`config.mk`:
```
export PLATFORM = sky130hd
export DESIGN_NAME = audio_port_regs
export DESIGN_NICKNAME = d
export VERILOG_FILES = /design/src/rtl/apr_pkg.sv /design/src/rtl/apr_addr_decode.sv /design/src/rtl/apr_cfg_reg.sv /design/src/rtl/apr_sample_counter.sv /design/src/rtl/audio_port_regs.sv
export SDC_FILE = /design/constraint.sdc
export NUM_CORES = 1
export LEC_CHECK = 0
export BUFFER_PORTS_ARGS = -buffer_cell sky130_fd_sc_hd__buf_2
export CORE_ASPECT_RATIO = 1.5
export CORE_MARGIN = 2
export CORE_UTILIZATION = 50
export CTS_CLUSTER_SIZE = 10
export DETAILED_ROUTE_END_ITERATION = 10
export PLACE_DENSITY = 0.77
export SLEW_MARGIN = 20
export SYNTH_ARGS = -nofsm -noshare
export SYNTH_HDL_FRONTEND = slang
export SYNTH_HIERARCHICAL = 1
export SYNTH_SLANG_ARGS = --single-unit
```
`constraint.sdc`:
```
create_clock -name clk -period 2.4 [get_ports clk]
set_input_delay 0.48 -clock clk [delete_from_list [all_inputs] [get_ports clk]]
set_output_delay 0.48 -clock clk [all_outputs]
set_load 0.03 [all_outputs]
```
`src/rtl/apr_pkg.sv`:
```
package apr_pkg;
  localparam int NUM_REGS = 16;
  localparam int WORD_W   = 32;

  // Word indices (byte offset / 4)
  localparam int IDX_CTRL   = 0;
  localparam int IDX_FMT0   = 1;
  localparam int IDX_FMT1   = 2;
  localparam int IDX_TXFIFO = 3;
  localparam int IDX_RXFIFO = 4;
  localparam int IDX_FCTL   = 5;
  localparam int IDX_FSTAT  = 6;
  localparam int IDX_DMA    = 7;
  localparam int IDX_ISTAT  = 8;
  localparam int IDX_CDIV   = 9;
  localparam int IDX_RXCNT  = 10;
  localparam int IDX_TXCNT  = 11;
  localparam int IDX_TXSEL  = 12;
  localparam int IDX_TXMAP  = 13;
  localparam int IDX_RXSEL  = 14;
  localparam int IDX_RXMAP  = 15;

  // Field positions decoded by the datapath
  localparam int CTRL_PORT_BIT  = 0;
  localparam int CTRL_RX_BIT    = 1;
  localparam int CTRL_TX_BIT    = 2;
  localparam int CTRL_MODE_BIT  = 5;
  localparam int CTRL_LINE_LSB  = 8;
  localparam int FCTL_TXFL_BIT  = 25;
  localparam int FCTL_RXFL_BIT  = 24;
  localparam int FCTL_TXAL_BIT  = 2;
  localparam int FCTL_RXAL_LSB  = 0;
  localparam int DMA_TXDRQ_BIT  = 7;
  localparam int DMA_RXDRQ_BIT  = 3;

  // Plain configuration storage lives at these indices
  function automatic bit is_stored(int idx);
    case (idx)
      IDX_CTRL, IDX_FMT0, IDX_FMT1, IDX_FCTL, IDX_DMA, IDX_CDIV,
      IDX_TXSEL, IDX_TXMAP, IDX_RXSEL, IDX_RXMAP: return 1'b1;
      default: return 1'b0;
    endcase
  endfunction

  function automatic logic [WORD_W-1:0] reset_word(int idx);
    case (idx)
      IDX_FMT0:  return 32'h0000_000C;
      IDX_FMT1:  return 32'h0000_4020;
      IDX_FCTL:  return 32'h0004_00F0;
      IDX_TXSEL: return 32'h0000_0001;
      IDX_TXMAP: return 32'h7654_3210;
      IDX_RXSEL: return 32'h0000_0001;
      IDX_RXMAP: return 32'h0000_3210;
      default:   return '0;
    endcase
  endfunction

  // Bits that are kept on write; the flush bits are pulses only
  function automatic logic [WORD_W-1:0] keep_bits(int idx);
    logic [WORD_W-1:0] m;
    m = '1;
    if (idx == IDX_FCTL) begin
      m[FCTL_TXFL_BIT] = 1'b0;
      m[FCTL_RXFL_BIT] = 1'b0;
    end
    return m;
  endfunction
endpackage

```
`src/rtl/apr_addr_decode.sv`:
```
module apr_addr_decode #(
  parameter int ADDR_W   = 8,
  parameter int NUM_REGS = 16
) (
  input  logic                bus_valid,
  input  logic                bus_write,
  input  logic [ADDR_W-1:0]   bus_addr,
  output logic [NUM_REGS-1:0] wr_sel,
  output logic [NUM_REGS-1:0] rd_sel,
  output logic                rd_any
);
  localparam int IDX_W = ADDR_W - 2;

  logic [IDX_W-1:0] word_idx;
  assign word_idx = bus_addr[ADDR_W-1:2];
  assign rd_any   = bus_valid && !bus_write;

  for (genvar i = 0; i < NUM_REGS; i++) begin : g_sel
    logic hit;
    assign hit       = (word_idx == IDX_W'(i));
    assign wr_sel[i] = bus_valid &&  bus_write && hit;
    assign rd_sel[i] = bus_valid && !bus_write && hit;
  end
endmodule

```
`src/rtl/apr_cfg_reg.sv`:
```
module apr_cfg_reg #(
  parameter int              W    = 32,
  parameter logic [W-1:0]    RST  = '0,
  parameter logic [W-1:0]    KEEP = '1
) (
  input  logic         clk,
  input  logic         rst,
  input  logic         wr_en,
  input  logic [W-1:0] wdata,
  output logic [W-1:0] q
);
  always_ff @(posedge clk) begin
    if (rst)        q <= RST;
    else if (wr_en) q <= wdata & KEEP;
  end
endmodule

```
`src/rtl/apr_sample_counter.sv`:
```
module apr_sample_counter #(
  parameter int W = 32
) (
  input  logic         clk,
  input  logic         rst,
  input  logic         inc,
  input  logic         wr_en,
  input  logic [W-1:0] wdata,
  output logic [W-1:0] cnt
);
  always_ff @(posedge clk) begin
    if (rst)        cnt <= '0;
    else if (wr_en) cnt <= wdata;
    else if (inc)   cnt <= cnt + W'(1);
  end


  wr_wins_chk: assert property (@(posedge clk) disable iff (rst)
    wr_en |=> cnt == $past(wdata));


  inc_step_chk: assert property (@(posedge clk) disable iff (rst)
    (!wr_en && inc) |=> cnt == $past(cnt) + W'(1));
endmodule

```
`src/rtl/audio_port_regs.sv`:
```
module audio_port_regs #(
  parameter int ADDR_W = 8,
  parameter int DATA_W = 32,
  parameter int LINES  = 4
) (
  input  logic              clk,
  input  logic              rst,
  input  logic              bus_valid,
  input  logic              bus_write,
  input  logic [ADDR_W-1:0] bus_addr,
  input  logic [DATA_W-1:0] bus_wdata,
  output logic [DATA_W-1:0] bus_rdata,
  input  logic [DATA_W-1:0] rx_fifo_data,
  input  logic [DATA_W-1:0] fifo_status,
  input  logic [DATA_W-1:0] irq_status,
  input  logic              tx_sample_inc,
  input  logic              rx_sample_inc,
  output logic              tx_fifo_wr,
  output logic [DATA_W-1:0] tx_fifo_wdata,
  output logic              rx_fifo_rd,
  output logic              tx_flush,
  output logic              rx_flush,
  output logic              port_en,
  output logic              rx_en,
  output logic              tx_en,
  output logic              slave_mode,
  output logic [LINES-1:0]  line_en,
  output logic              tx_align,
  output logic [1:0]        rx_align,
  output logic              tx_dreq_en,
  output logic              rx_dreq_en,
  output logic [DATA_W-1:0] fmt0_word,
  output logic [DATA_W-1:0] fmt1_word,
  output logic [DATA_W-1:0] clkdiv_word,
  output logic [DATA_W-1:0] tx_chan_sel,
  output logic [DATA_W-1:0] tx_chan_map,
  output logic [DATA_W-1:0] rx_chan_sel,
  output logic [DATA_W-1:0] rx_chan_map
);
  import apr_pkg::*;

  localparam int IDX_W = ADDR_W - 2;

  logic [NUM_REGS-1:0] wr_sel, rd_sel;
  logic                rd_any;
  logic [DATA_W-1:0]   store_q  [NUM_REGS];
  logic [DATA_W-1:0]   read_src [NUM_REGS];
  logic [DATA_W-1:0]   rx_cnt, tx_cnt;
  logic [DATA_W-1:0]   rd_word;

  apr_addr_decode #(.ADDR_W(ADDR_W), .NUM_REGS(NUM_REGS)) u_decode (
    .bus_valid (bus_valid),
    .bus_write (bus_write),
    .bus_addr  (bus_addr),
    .wr_sel    (wr_sel),
    .rd_sel    (rd_sel),
    .rd_any    (rd_any)
  );

  // Configuration storage: one register per stored index
  for (genvar i = 0; i < NUM_REGS; i++) begin : g_store
    if (is_stored(i)) begin : g_cfg
      apr_cfg_reg #(
        .W    (DATA_W),
        .RST  (DATA_W'(reset_word(i))),
        .KEEP (DATA_W'(keep_bits(i)))
      ) u_cfg (
        .clk   (clk),
        .rst   (rst),
        .wr_en (wr_sel[i]),
        .wdata (bus_wdata),
        .q     (store_q[i])
      );
    end else begin : g_none
      assign store_q[i] = '0;
    end
  end

  apr_sample_counter #(.W(DATA_W)) u_rx_cnt (
    .clk   (clk),
    .rst   (rst),
    .inc   (rx_sample_inc),
    .wr_en (wr_sel[IDX_RXCNT]),
    .wdata (bus_wdata),
    .cnt   (rx_cnt)
  );

  apr_sample_counter #(.W(DATA_W)) u_tx_cnt (
    .clk   (clk),
    .rst   (rst),
    .inc   (tx_sample_inc),
    .wr_en (wr_sel[IDX_TXCNT]),
    .wdata (bus_wdata),
    .cnt   (tx_cnt)
  );

  // Read sources: storage by default, live values for volatile words
  always_comb begin
    for (int i = 0; i < NUM_REGS; i++) read_src[i] = store_q[i];
    read_src[IDX_RXFIFO] = rx_fifo_data;
    read_src[IDX_FSTAT]  = fifo_status;
    read_src[IDX_ISTAT]  = irq_status;
    read_src[IDX_RXCNT]  = rx_cnt;
    read_src[IDX_TXCNT]  = tx_cnt;
  end

  always_comb begin
    rd_word = '0;
    for (int i = 0; i < NUM_REGS; i++)
      if (rd_sel[i]) rd_word = read_src[i];
  end

  // Registered read data and strobes
  always_ff @(posedge clk) begin
    if (rst) begin
      bus_rdata  <= '0;
      tx_fifo_wr <= 1'b0;
      rx_fifo_rd <= 1'b0;
      tx_flush   <= 1'b0;
      rx_flush   <= 1'b0;
    end else begin
      bus_rdata  <= rd_any ? rd_word : '0;
      tx_fifo_wr <= wr_sel[IDX_TXFIFO];
      rx_fifo_rd <= rd_sel[IDX_RXFIFO];
      tx_flush   <= wr_sel[IDX_FCTL] && bus_wdata[FCTL_TXFL_BIT];
      rx_flush   <= wr_sel[IDX_FCTL] && bus_wdata[FCTL_RXFL_BIT];
    end
  end

  always_ff @(posedge clk) begin
    if (rst)                     tx_fifo_wdata <= '0;
    else if (wr_sel[IDX_TXFIFO]) tx_fifo_wdata <= bus_wdata;
  end

  // Decoded fields
  assign port_en     = store_q[IDX_CTRL][CTRL_PORT_BIT];
  assign rx_en       = store_q[IDX_CTRL][CTRL_RX_BIT];
  assign tx_en       = store_q[IDX_CTRL][CTRL_TX_BIT];
  assign slave_mode  = store_q[IDX_CTRL][CTRL_MODE_BIT];
  assign line_en     = store_q[IDX_CTRL][CTRL_LINE_LSB +: LINES];
  assign tx_align    = store_q[IDX_FCTL][FCTL_TXAL_BIT];
  assign rx_align    = store_q[IDX_FCTL][FCTL_RXAL_LSB +: 2];
  assign tx_dreq_en  = store_q[IDX_DMA][DMA_TXDRQ_BIT];
  assign rx_dreq_en  = store_q[IDX_DMA][DMA_RXDRQ_BIT];
  assign fmt0_word   = store_q[IDX_FMT0];
  assign fmt1_word   = store_q[IDX_FMT1];
  assign clkdiv_word = store_q[IDX_CDIV];
  assign tx_chan_sel = store_q[IDX_TXSEL];
  assign tx_chan_map = store_q[IDX_TXMAP];
  assign rx_chan_sel = store_q[IDX_RXSEL];
  assign rx_chan_map = store_q[IDX_RXMAP];

  // Assertions
  logic [IDX_W-1:0] a_idx;
  assign a_idx = bus_addr[ADDR_W-1:2];


  tx_flush_src_chk: assert property (@(posedge clk) disable iff (rst)
    tx_flush |-> $past(bus_valid && bus_write && a_idx == IDX_W'(IDX_FCTL)
                       && bus_wdata[FCTL_TXFL_BIT]));


  rx_flush_src_chk: assert property (@(posedge clk) disable iff (rst)
    rx_flush |-> $past(bus_valid && bus_write && a_idx == IDX_W'(IDX_FCTL)
                       && bus_wdata[FCTL_RXFL_BIT]));


  idle_rdata_chk: assert property (@(posedge clk) disable iff (rst)
    !(bus_valid && !bus_write) |=> bus_rdata == '0);


  txfifo_read_zero_chk: assert property (@(posedge clk) disable iff (rst)
    (bus_valid && !bus_write && a_idx == IDX_W'(IDX_TXFIFO)) |=> bus_rdata == '0);


  rx_pop_src_chk: assert property (@(posedge clk) disable iff (rst)
    rx_fifo_rd |-> $past(bus_valid && !bus_write && a_idx == IDX_W'(IDX_RXFIFO)));


  tx_push_src_chk: assert property (@(posedge clk) disable iff (rst)
    tx_fifo_wr |-> $past(bus_valid && bus_write && a_idx == IDX_W'(IDX_TXFIFO)));
endmodule

```
# [Yosys cells after proc, flatten, opt, wreduce, memory -nomap -nowiden]
# Cells that the tools add are included.
[classes] eq_ne=15 n_mul=0 addsub=2 div=0 magnitude_cmp=0 n_shift=0 mux=20 n_reduce_logical=38 n_bitwise=1
[ops] operator="$mux W32" n=20
[ops] operator="$add A32 B1 Y32 const B" n=2
[ops] operator="$eq A6 B4 Y1 const B" n=8
[ops] operator="$logic_and A1 B1 Y1" n=33
[ops] operator="$eq A6 B3 Y1 const B" n=4
[ops] operator="$eq A6 B2 Y1 const B" n=2
[ops] operator="$eq A6 B1 Y1 const B" n=1
[ops] operator="$logic_not A6 Y1" n=1
[ops] operator="$reduce_bool A2 Y1" n=2
[ops] operator="$reduce_or A2 Y1" n=1
[ops] operator="$logic_not A1 Y1" n=1
[ops] operator="$not A1 Y1" n=1
[totals] ram_bits=0 out_inout_bits=305 word_cells=94 register_bits=450 latchBits=0 memories=0 input_bits=142 romBits=0

# [Longest topological paths before layout]
# Gate-level depths: netlist of run 1.
[depth] ltp_word=19 depth_mapped=11 ltp_nobuf=7

# [Hierarchy]
# The synthesis of run 1 kept the hierarchy.
[modules_own_cells] mod="audio_port_regs" instances=1 cells_each=886 area_each_um2=6359.8 seq_area_each_um2=1361.3
[modules_own_cells] mod="apr_sample_counter" instances=2 cells_each=241 area_each_um2=1924.3 seq_area_each_um2=640.6
[modules_own_cells] mod="apr_cfg_reg at g_store[0].g_cfg.u_cfg ..." instances=3 cells_each=103 area_each_um2=1163.6 seq_area_each_um2=640.6
[modules_own_cells] mod="apr_cfg_reg at g_store[1].g_cfg.u_cfg ..." instances=2 cells_each=103 area_each_um2=1167.4 seq_area_each_um2=640.6
[modules_own_cells] mod="apr_cfg_reg at g_store[12].g_cfg.u_cfg ..." instances=2 cells_each=103 area_each_um2=1166.1 seq_area_each_um2=640.6
[modules_own_cells] mod="apr_cfg_reg at g_store[13].g_cfg.u_cfg" instances=1 cells_each=103 area_each_um2=1174.9 seq_area_each_um2=640.6
[modules_own_cells] mod="apr_cfg_reg at g_store[15].g_cfg.u_cfg" instances=1 cells_each=103 area_each_um2=1169.9 seq_area_each_um2=640.6
[modules_own_cells] mod="apr_cfg_reg at g_store[5].g_cfg.u_cfg" instances=1 cells_each=100 area_each_um2=1121.1 seq_area_each_um2=600.6
[modules_own_cells] mod="apr_addr_decode" instances=1 cells_each=49 area_each_um2=260.2 seq_area_each_um2=0.0

# [Worst setup path after synthesis of run 1]
# No wires, ideal clock.
[synth_timing] path_kind="input-to-reg" start="input bus_addr[7]" end="register bus_rdata[3]" setup_ns=0.066 arrival_time_ns=2.453 setup_slack_ns=-0.119 t_required_ns=2.334 path_buffers=3 path_stages=10 cell_sequence="or4b_1 -> buf_2 -> nor2_1 -> buf_4 -> clkbuf_1 -> a21oi_1 -> a221oi_2 -> o21ai_1 -> a211o_1 -> a21oi_2"
[synth_via] word_cells_on_any_way=48 classes_between="15 x eq/ne; 16 x mux; 17 x reduce/logical"
[synth_lines] item="start, declared" line="audio_port_regs.sv:10" source="input logic [ADDR_W-1:0] bus_addr,"
[synth_lines] item="$eq A6 B1 Y1" line="apr_addr_decode.sv:20" source="assign hit = (word_idx == IDX_W'(i));"
[synth_lines] item="$logic_and A1 B1 Y1" line="apr_addr_decode.sv:22" source="assign rd_sel[i] = bus_valid && !bus_write && hit;"
[synth_lines] item="named net rd_sel[1]" line="audio_port_regs.sv:44" source="logic [NUM_REGS-1:0] wr_sel, rd_sel;"
[synth_lines] item="$mux W32 (15 in series)" line="audio_port_regs.sv:110" source="if (rd_sel[i]) rd_word = read_src[i];"
[synth_lines] item="end signal, assigned" line="audio_port_regs.sv:122" source="bus_rdata <= rd_any ? rd_word : '0;"
[synth_lines] item="end, declared" line="audio_port_regs.sv:12" source="output logic [DATA_W-1:0] bus_rdata,"
# The timed path passes the listed nets, and every way through them passes these cells.
# A chain may end at the register's enable or synchronous reset.

# [Worst setup path in the final report of run 1]
[layout_timing] start="input bus_addr[7]" end="register bus_rdata[27]"
[layout_via] word_cells_on_any_way=48 classes_between="15 x eq/ne; 16 x mux; 17 x reduce/logical"
[layout_lines] item="$eq A6 B4 Y1" line="apr_addr_decode.sv:20"
[layout_lines] item="$logic_and A1 B1 Y1" line="apr_addr_decode.sv:22"
[layout_lines] item="named net rd_sel[9]" line="audio_port_regs.sv:44"
[layout_lines] item="$mux W32 (7 in series)" line="audio_port_regs.sv:110"
# The timed path passes the listed nets, and every way through them passes these cells.

==> summary.txt, run 1 <==
Setup path
  • Most common cell type on the critical path: buf_4
  • End point of the critical path: bus_rdata[27]$_SDFF_PP0_
  • Worst r2r src: u_tx_cnt/cnt[5]$_SDFFE_PP0P_
  • Critical path, cell by cell: buf_2, or4b_1, buf_4, buf_4, nor2_1, inv_2, nand2_1, buf_12, o221ai_1, a211o_1, a21oi_2
  • Data arrival time at the worst-slack endpoint: 2.90 ns
  • Stage delay of the slowest cell on the critical path: 0.58 ns
  • Type of destination of the critical path: flip-flop
  • Critical path startpoint category: input port
  • Worst setup path start: bus_addr[7]
  • Worst R2R Setup Slack: 0.16 ns
  • Gate family responsible for the most delay along the worst path: simple AND/OR/NAND/NOR gates
  • FF-to-FF path depth: 4
  • Stages on worst setup path: 11
  • Critical path type: in2reg
  • Worst r2r dst: u_tx_cnt/cnt[18]$_SDFFE_PP0P_
  • Endpoint required time on the critical path: 2.92 ns
  • Worst-path cell with the longest stage delay: or4b_1
  • Count of buffering cells on the critical path with inverters included: 5
  • Crit-path max FO: 24

Cells and area
  • Area occupied by multi-input gates: roughly 11,000 um2
  • Share of final-layout standard cells stronger than drive strength 1: 0.265
  • Area growth from synthesis to layout: 21.8%
  • Leading cell type in the layout, fill and taps excluded: dfxtp_1
  • Filler Cells Inserted: 3,803
  • Commonest cells after routing, fill and taps aside: 450 x dfxtp_1, 443 x buf_2, 420 x nor2_1
  • Register Area: around 9000 um2
  • Final design instance area without fill: between 20,000 and 30,000 um2
  • Net count of the finished layout: ~3,000

Placed design
  • DP HPWL: 62.8 mm
  • IO Port Bufs: 444
  • Cell area reported after detailed placement: around 25,000 um2
  • Worst setup timing slack at the placement stage: -0.869 ns
  • Gp weighted congestion: ~1

Synth
  • Synthesized area per cell: 9.05 um2
  • Cell area after synthesis: 22,100 um2
  • Count of mapped cells out of synthesis: 2,441
  • Yosys warning total: 6

Clock tree
  • Number of buffers between clock root and the deepest sink: 3
  • Clock latency at the later pin of the worst-skew pair: about 0.59 ns
  • Cts hold-fix bufs: 0
  • Clock tree root buffer cell: clkbuf_16
  • Total setup buffers inserted after CTS: 0
  • Clock tree from TritonCTS: built
  • Clock-pin slew on the worst setup and hold paths: 0.06 ns
  • Depth of the CTS H-tree: 2
  • Number of clock sinks: 450
  • CTS buffer count: 51

Floorplanning
  • Initial cell density of the core: 0.505
  • Standard-cell rows: 94
  • Area of the core region: 43,800 um2
  • Count of pins on the block boundary: 447
  • Die height: 261 um
  • Floorplan die area: 45,900 um2
  • Die width: 176 um

Timing
  • Hold Fails Final Rpt: 0
  • Worst path setup slack after routing: 0.0187 ns
  • Max-slew violation count: 0
  • Setup repair after global routing missed its margin: false
  • Fraction of the cycle the final worst path needs: 0.992
  • Tightest hold margin: around 0.26 ns
  • Time the worst path needs with I/O delays and setup: 2.38 ns
  • Maximum achievable frequency: 420 MHz
  • Worst-margin pin slew: 0.642 ns
  • Setup violators final: 0
  • Rel. slew slack: 0.572
  • Final worst clock skew: about 0.014 ns
  • Setup total negative slack: 0 ns

Routing
  • DRC violations left: 0
  • Number of nets with antenna violations after routing: 0
  • First DRT Iteration DRCs: ~2,200
  • Number of vias per cell after detailed routing: 6.20
  • Total Routed Length: 86.5 mm
  • Routed len/inst: 24.9 um
  • Vias: 21,600
  • Number of optimization iterations in the first detailed-route pass: 7

Flow run
  • Max capacitance violation total: 0

Global route
  • GRT Util Overall: 0.362
  • First-pass GRT wire length: between 100 and 150 mm
  • Largest net degree at the start of global routing: 126
  • Remaining global-route overflow: 0
  • Antenna violations before repair: 10
  • Via count of the first global-routing pass: ~21,000

Pwr
  • Power per standard cell area: 568 nW/um2
  • Worst IR drop on VDD: 0.473 mV
  • Leak pwr: approximately 10 nW
  • PnR Total Power: 15.3 mW

Outcome
  • Outcome: completed

Hold path
  • Path type of the worst min-delay path: in2reg
==> how the worst min path moves through the flow <==
stage	to	slack, ns	from	cells after the start
floorplan	g_store[5].g_cfg.u_cfg/q[10]$_SDFFE_PP0P_	0.46	g_store[5].g_cfg.u_cfg/q[10]$_SDFFE_PP0P_	2
global placement	tx_fifo_wdata[25]$_SDFFE_PP0P_	0.47	tx_fifo_wdata[25]$_SDFFE_PP0P_	2
detailed placement	tx_fifo_wdata[28]$_SDFFE_PP0P_	0.48	tx_fifo_wdata[28]$_SDFFE_PP0P_	2
CTS	g_store[2].g_cfg.u_cfg/q[9]$_SDFFE_PP0P_	0.27	rst	2
global route	g_store[2].g_cfg.u_cfg/q[2]$_SDFFE_PP0P_	0.29	rst	2
finish	g_store[2].g_cfg.u_cfg/q[2]$_SDFFE_PP0P_	0.26	rst	2
==> worst reg2reg max path, cell delays in order, from the launching register on <==
cell	delay [ns]
dfxtp_1	0.50
nand4_4	0.22
or4_1	0.72
or4_1	0.46
a311oi_1	0.26
==> layer usage <==
metal	global-route usage	routed length, um	up-vias
met4	0.314	8220	0
met2	0.616	41300	1335
met5	0	0	-
met3	0.0531	6490	380
li1	-	-	9581
met1	0.395	30500	10300
==> flip-flops by register name, summed over array words and instances, names as in the netlist <==
| register | count |
|---|---|
| u_tx_cnt/cnt | 32 |
| tx_fifo_wdata | 32 |
| g_store.g_cfg.u_cfg/q | 318 |
| rx_fifo_rd | 1 |
| tx_fifo_wr | 1 |
| tx_flush | 1 |
| bus_rdata | 32 |
| u_rx_cnt/cnt | 32 |
| rx_flush | 1 |
==> power by group <==
group          switching, mW  total, mW  leakage, nW  internal [mW]
combinational          0.592      0.841         6.18          0.249
sequential            0.0403       7.54         3.63           7.50
clock                   3.08       6.88        0.666           3.81
==> metrics by stage <==
| step | cells | util |
|---|---|---|
| after floorplan | 2442 | - |
| after CTS | 3467 | 0.614 |
| after global placement | 3409 | 0.582 |
| final | 3477 | 0.615 |
| after global routing | 3477 | 0.615 |
| after detailed placement | 3409 | 0.582 |
==> cell type report <==
class                      count  share of cell area
timing repair buffer         598               0.145
sequential                   450               0.335
clock inverter                 4             0.00214
multi-input combinational   1666               0.425
antenna                       10            0.000930
inverter                     119              0.0166
clock buffer                  54              0.0482
tap                          576              0.0268
==> repair_timing <==
item / CTS / global route
endpoints found under the setup margin: 3 / 29
gates resized for setup: 7 / 8
pin swaps: 0 / 3
(Power assumes the default switching activity.)
==> run 2, diff against run 1 <==
--- a/config.mk
+++ b/config.mk
@@ -8,12 +8,12 @@
 export BUFFER_PORTS_ARGS = -buffer_cell sky130_fd_sc_hd__buf_2
 export CORE_ASPECT_RATIO = 1.5
 export CORE_MARGIN = 2
-export CORE_UTILIZATION = 50
+export CORE_UTILIZATION = 51
+export CTS_CLUSTER_DIAMETER = 100
 export CTS_CLUSTER_SIZE = 10
 export DETAILED_ROUTE_END_ITERATION = 10
-export PLACE_DENSITY = 0.77
+export PLACE_DENSITY = 0.84
 export SLEW_MARGIN = 20
 export SYNTH_ARGS = -nofsm -noshare
 export SYNTH_HDL_FRONTEND = slang
-export SYNTH_HIERARCHICAL = 1
 export SYNTH_SLANG_ARGS = --single-unit
==> summary.txt, run 2 <==
Cells and area
  • Share of final-layout standard cells stronger than drive strength 1: 0.269 (+0.00452)
  • Area growth from synthesis to layout: 20.4%
  • Net count of the finished layout: 3,606 (+19%)
  • Max FFs per register: 318 (unchanged)
  • Commonest cells after routing, fill and taps aside: 761 x nand2_1, 450 x dfxtp_1, 441 x buf_2
  • Register Area: 9010 um2 (unchanged)
  • Largest register by flop count: g_store.g_cfg.u_cfg.q
  • Filler Cells Inserted: 4,127 (+8.5%)
  • Leading cell type in the layout, fill and taps excluded: nand2_1
  • Area occupied by multi-input gates: 11,700 um2 (+2.2%)

Routing
  • Vias: 26,100 (+21%)
  • Total Routed Length: 113 mm (+31%)
  • First DRT Iteration DRCs: 3,936 (+81%)
  • Number of nets with antenna violations after routing: 0 (unchanged)
  • Number of vias per cell after detailed routing: 6.43 (+3.7%)
  • DRC violations left: 0 (unchanged)
  • Number of optimization iterations in the first detailed-route pass: 8 (+1)
  • Routed len/inst: 28.0 um (+12%)

Pwr
  • Power per standard cell area: 565 nW/um2 (-0.46%)
  • Leak pwr: 11.1 nW (+5.7%)
  • Worst IR drop on VDD: 0.520 mV (+10%)

Floorplanning
  • Die width: 179 um (+2.1%)
  • Standard-cell rows: 96 (+2.1%)
  • Area of the core region: 45,600 um2 (+4.3%)
  • Die height: 267 um (+2.2%)
  • Floorplan die area: 47,900 um2 (+4.3%)
  • Initial cell density of the core: 0.515 (+0.0106)
  • Count of pins on the block boundary: 447 (unchanged)

Synth
  • Primary FF master, synth: dfxtp_1
  • Synthesized area per cell: 7.59 um2 (-16%)
  • Number of enable-type register cells in the synthesized netlist: 0
  • Async SR Flop Fraction: 0
  • Largest area contributor in the synthesized netlist: dfxtp_1
  • Yosys top cell area share: 0.383
  • Flops & latches, synth: 450
  • Cell with the most instances after synthesis: nand2_1
  • Dominant cells by area after synthesis: dfxtp_1 38%, nand2_1 12%, a21oi_1 7.9%
  • Yosys warning total: 0 (-6)
  • Count of mapped cells out of synthesis: 3,100 (+27%)
  • Cell area after synthesis: 23,500 um2 (+6.5%)
  • Portion of the post-synthesis area used by sequential elements: 0.383
  • Syn Nets: roughly 3,200
  • Commonest cells in the netlist: 763 x nand2_1, 450 x dfxtp_1, 369 x a21oi_1, 231 x buf_4, 220 x clkbuf_1
  • Number of distinct library cells after synthesis: 82

Global route
  • GRT Util Overall: 0.460 (+0.0981)
  • First-pass GRT wire length: 160 mm (+26%)
  • Antenna violations before repair: 2 (-8)
  • Largest net degree at the start of global routing: 217 (+72%)
  • Remaining global-route overflow: 0 (unchanged)
  • Via count of the first global-routing pass: 23,900 (+13%)

Placed design
  • Worst setup timing slack at the placement stage: -0.506 ns (+0.363 ns)
  • Gp weighted congestion: 1.11 (+11%)
  • IO Port Bufs: 444 (unchanged)
  • DP HPWL: 83.4 mm (+33%)

Clock tree
  • Clock latency at the later pin of the worst-skew pair: 0.60 ns (about the same)
  • Clock tree root buffer cell: clkbuf_16
  • Depth of the CTS H-tree: 2 (unchanged)
  • CTS buffer count: 50 (-2.0%)
  • Clock tree from TritonCTS: built
  • Clock-pin slew on the worst setup and hold paths: 0.05 ns (about the same)
  • Cts hold-fix bufs: 0 (unchanged)
  • Number of buffers between clock root and the deepest sink: 3 (unchanged)
  • Number of clock sinks: 450 (unchanged)

Timing
  • Time the worst path needs with I/O delays and setup: 2.22 ns (-0.159 ns)
  • Worst-margin pin slew: 1.13 ns (+0.488 ns)
  • Final worst clock skew: 0.0239 ns (+0.00944 ns)
  • Rel. slew slack: 0.247 (-0.325)
  • Max-slew violation count: 0 (unchanged)
  • Fraction of the cycle the final worst path needs: 0.926 (-0.0663)
  • Hold Fails Final Rpt: 0 (unchanged)
  • Setup repair after global routing missed its margin: false
  • Setup violators final: 0 (unchanged)
  • Tightest hold margin: 0.292 ns (+0.0367 ns)
  • Maximum achievable frequency: 450 MHz (+7.2%)
  • Worst path setup slack after routing: 0.178 ns (+0.159 ns)
  • Setup total negative slack: 0 ns (unchanged)

Outcome
  • Outcome: completed

Hold path
  • Path type of the worst min-delay path: in2reg
  • Start point of the worst hold path: tx_sample_inc
  • Hold Path Depth: 3 (+1)

Setup path
  • Critical path type: reg2reg
  • FF-to-FF path depth: 6 (+2)
  • Critical path startpoint category: flip-flop
  • Endpoint required time on the critical path: 2.86 ns (-0.06 ns)
  • Data arrival time at the worst-slack endpoint: 2.69 ns (-0.21 ns)
  • Crit-path max FO: 5 (-79%)
  • Worst r2r src: u_tx_cnt.cnt[0]$_SDFFE_PP0P_
  • Type of destination of the critical path: flip-flop
  • Worst setup path start: u_tx_cnt.cnt[0]$_SDFFE_PP0P_

Flow run
  • Max capacitance violation total: 0 (unchanged)
## run 2: where the power goes
group,internal [mW],switching (mW),leakage (nW)
sequential,7.50,0.0356,3.63
combinational,0.544,1.11,6.79
clock,3.72,3.08,0.642
## run 2: per-stage QoR
stage	util	cell area (um2)	power (mW)	std cells
3_3_place_gp	0.591	27000	9.25	3997
5_1_grt	0.620	28300	16.3	4052
2_1_floorplan	-	23500	8.35	3100
6_report	0.620	28300	16.0	4053
3_5_place_dp	0.591	27000	9.26	3997
4_1_cts	0.620	28300	15.9	4050
## run 2: repair_timing
action,in CTS,in global routing
setup buffers,0,1
endpoints found under the setup margin,0,2
resized for setup,0,1
## run 2: cells by family (layout without fill, tap and decap cells)
family,after synthesis,count (layout),share of synthesized area
buf+inv,519,882,0.123
fa+ha+maj,2,2,0.00106
simple gates,1205,1205,0.226
compound gates,826,826,0.225
flops,450,450,0.383
xor+xnor,53,53,0.0197
mux,45,45,0.0215
other cells,0,2,0
## run 2: cell type report
type	count	area share
diodes	2	0.000177
clock buffers	51	0.0451
clock inverters	2	0.00115
inverters	10	0.00133
multi-input cells	2131	0.413
flip-flops and latches	450	0.318
well taps	588	0.0260
repair buffers	819	0.195
## run 2: path summary, 6_finish.rpt
path | endpoint | slack [ns]
worst max-delay path | bus_rdata[0]$_SDFF_PP0_ | 0.18
worst min-delay path | u_tx_cnt.cnt[0]$_SDFFE_PP0P_ | 0.29
worst max register to register | bus_rdata[0]$_SDFF_PP0_ | 0.18
worst min register to register | tx_fifo_wdata[1]$_SDFFE_PP0P_ | 0.45
## run 2: critical path, cell delays in order, from the launching register on
cell	delay, ns
dfxtp_1	0.40
mux4_2	0.56
and2_1	0.18
o21ai_0	0.32
o21ai_1	0.31
buf_4	0.22
o2bb2ai_1	0.12
## run 2: per-layer routing
metal | track usage | vias up | share of wire
met2 | 0.677 | 2118 | 0.43
met5 | 0 | - | 0
met1 | 0.570 | 12200 | 0.35
li1 | - | 11200 | -
met4 | 0.379 | 0 | 0.10
met3 | 0.100 | 501 | 0.12
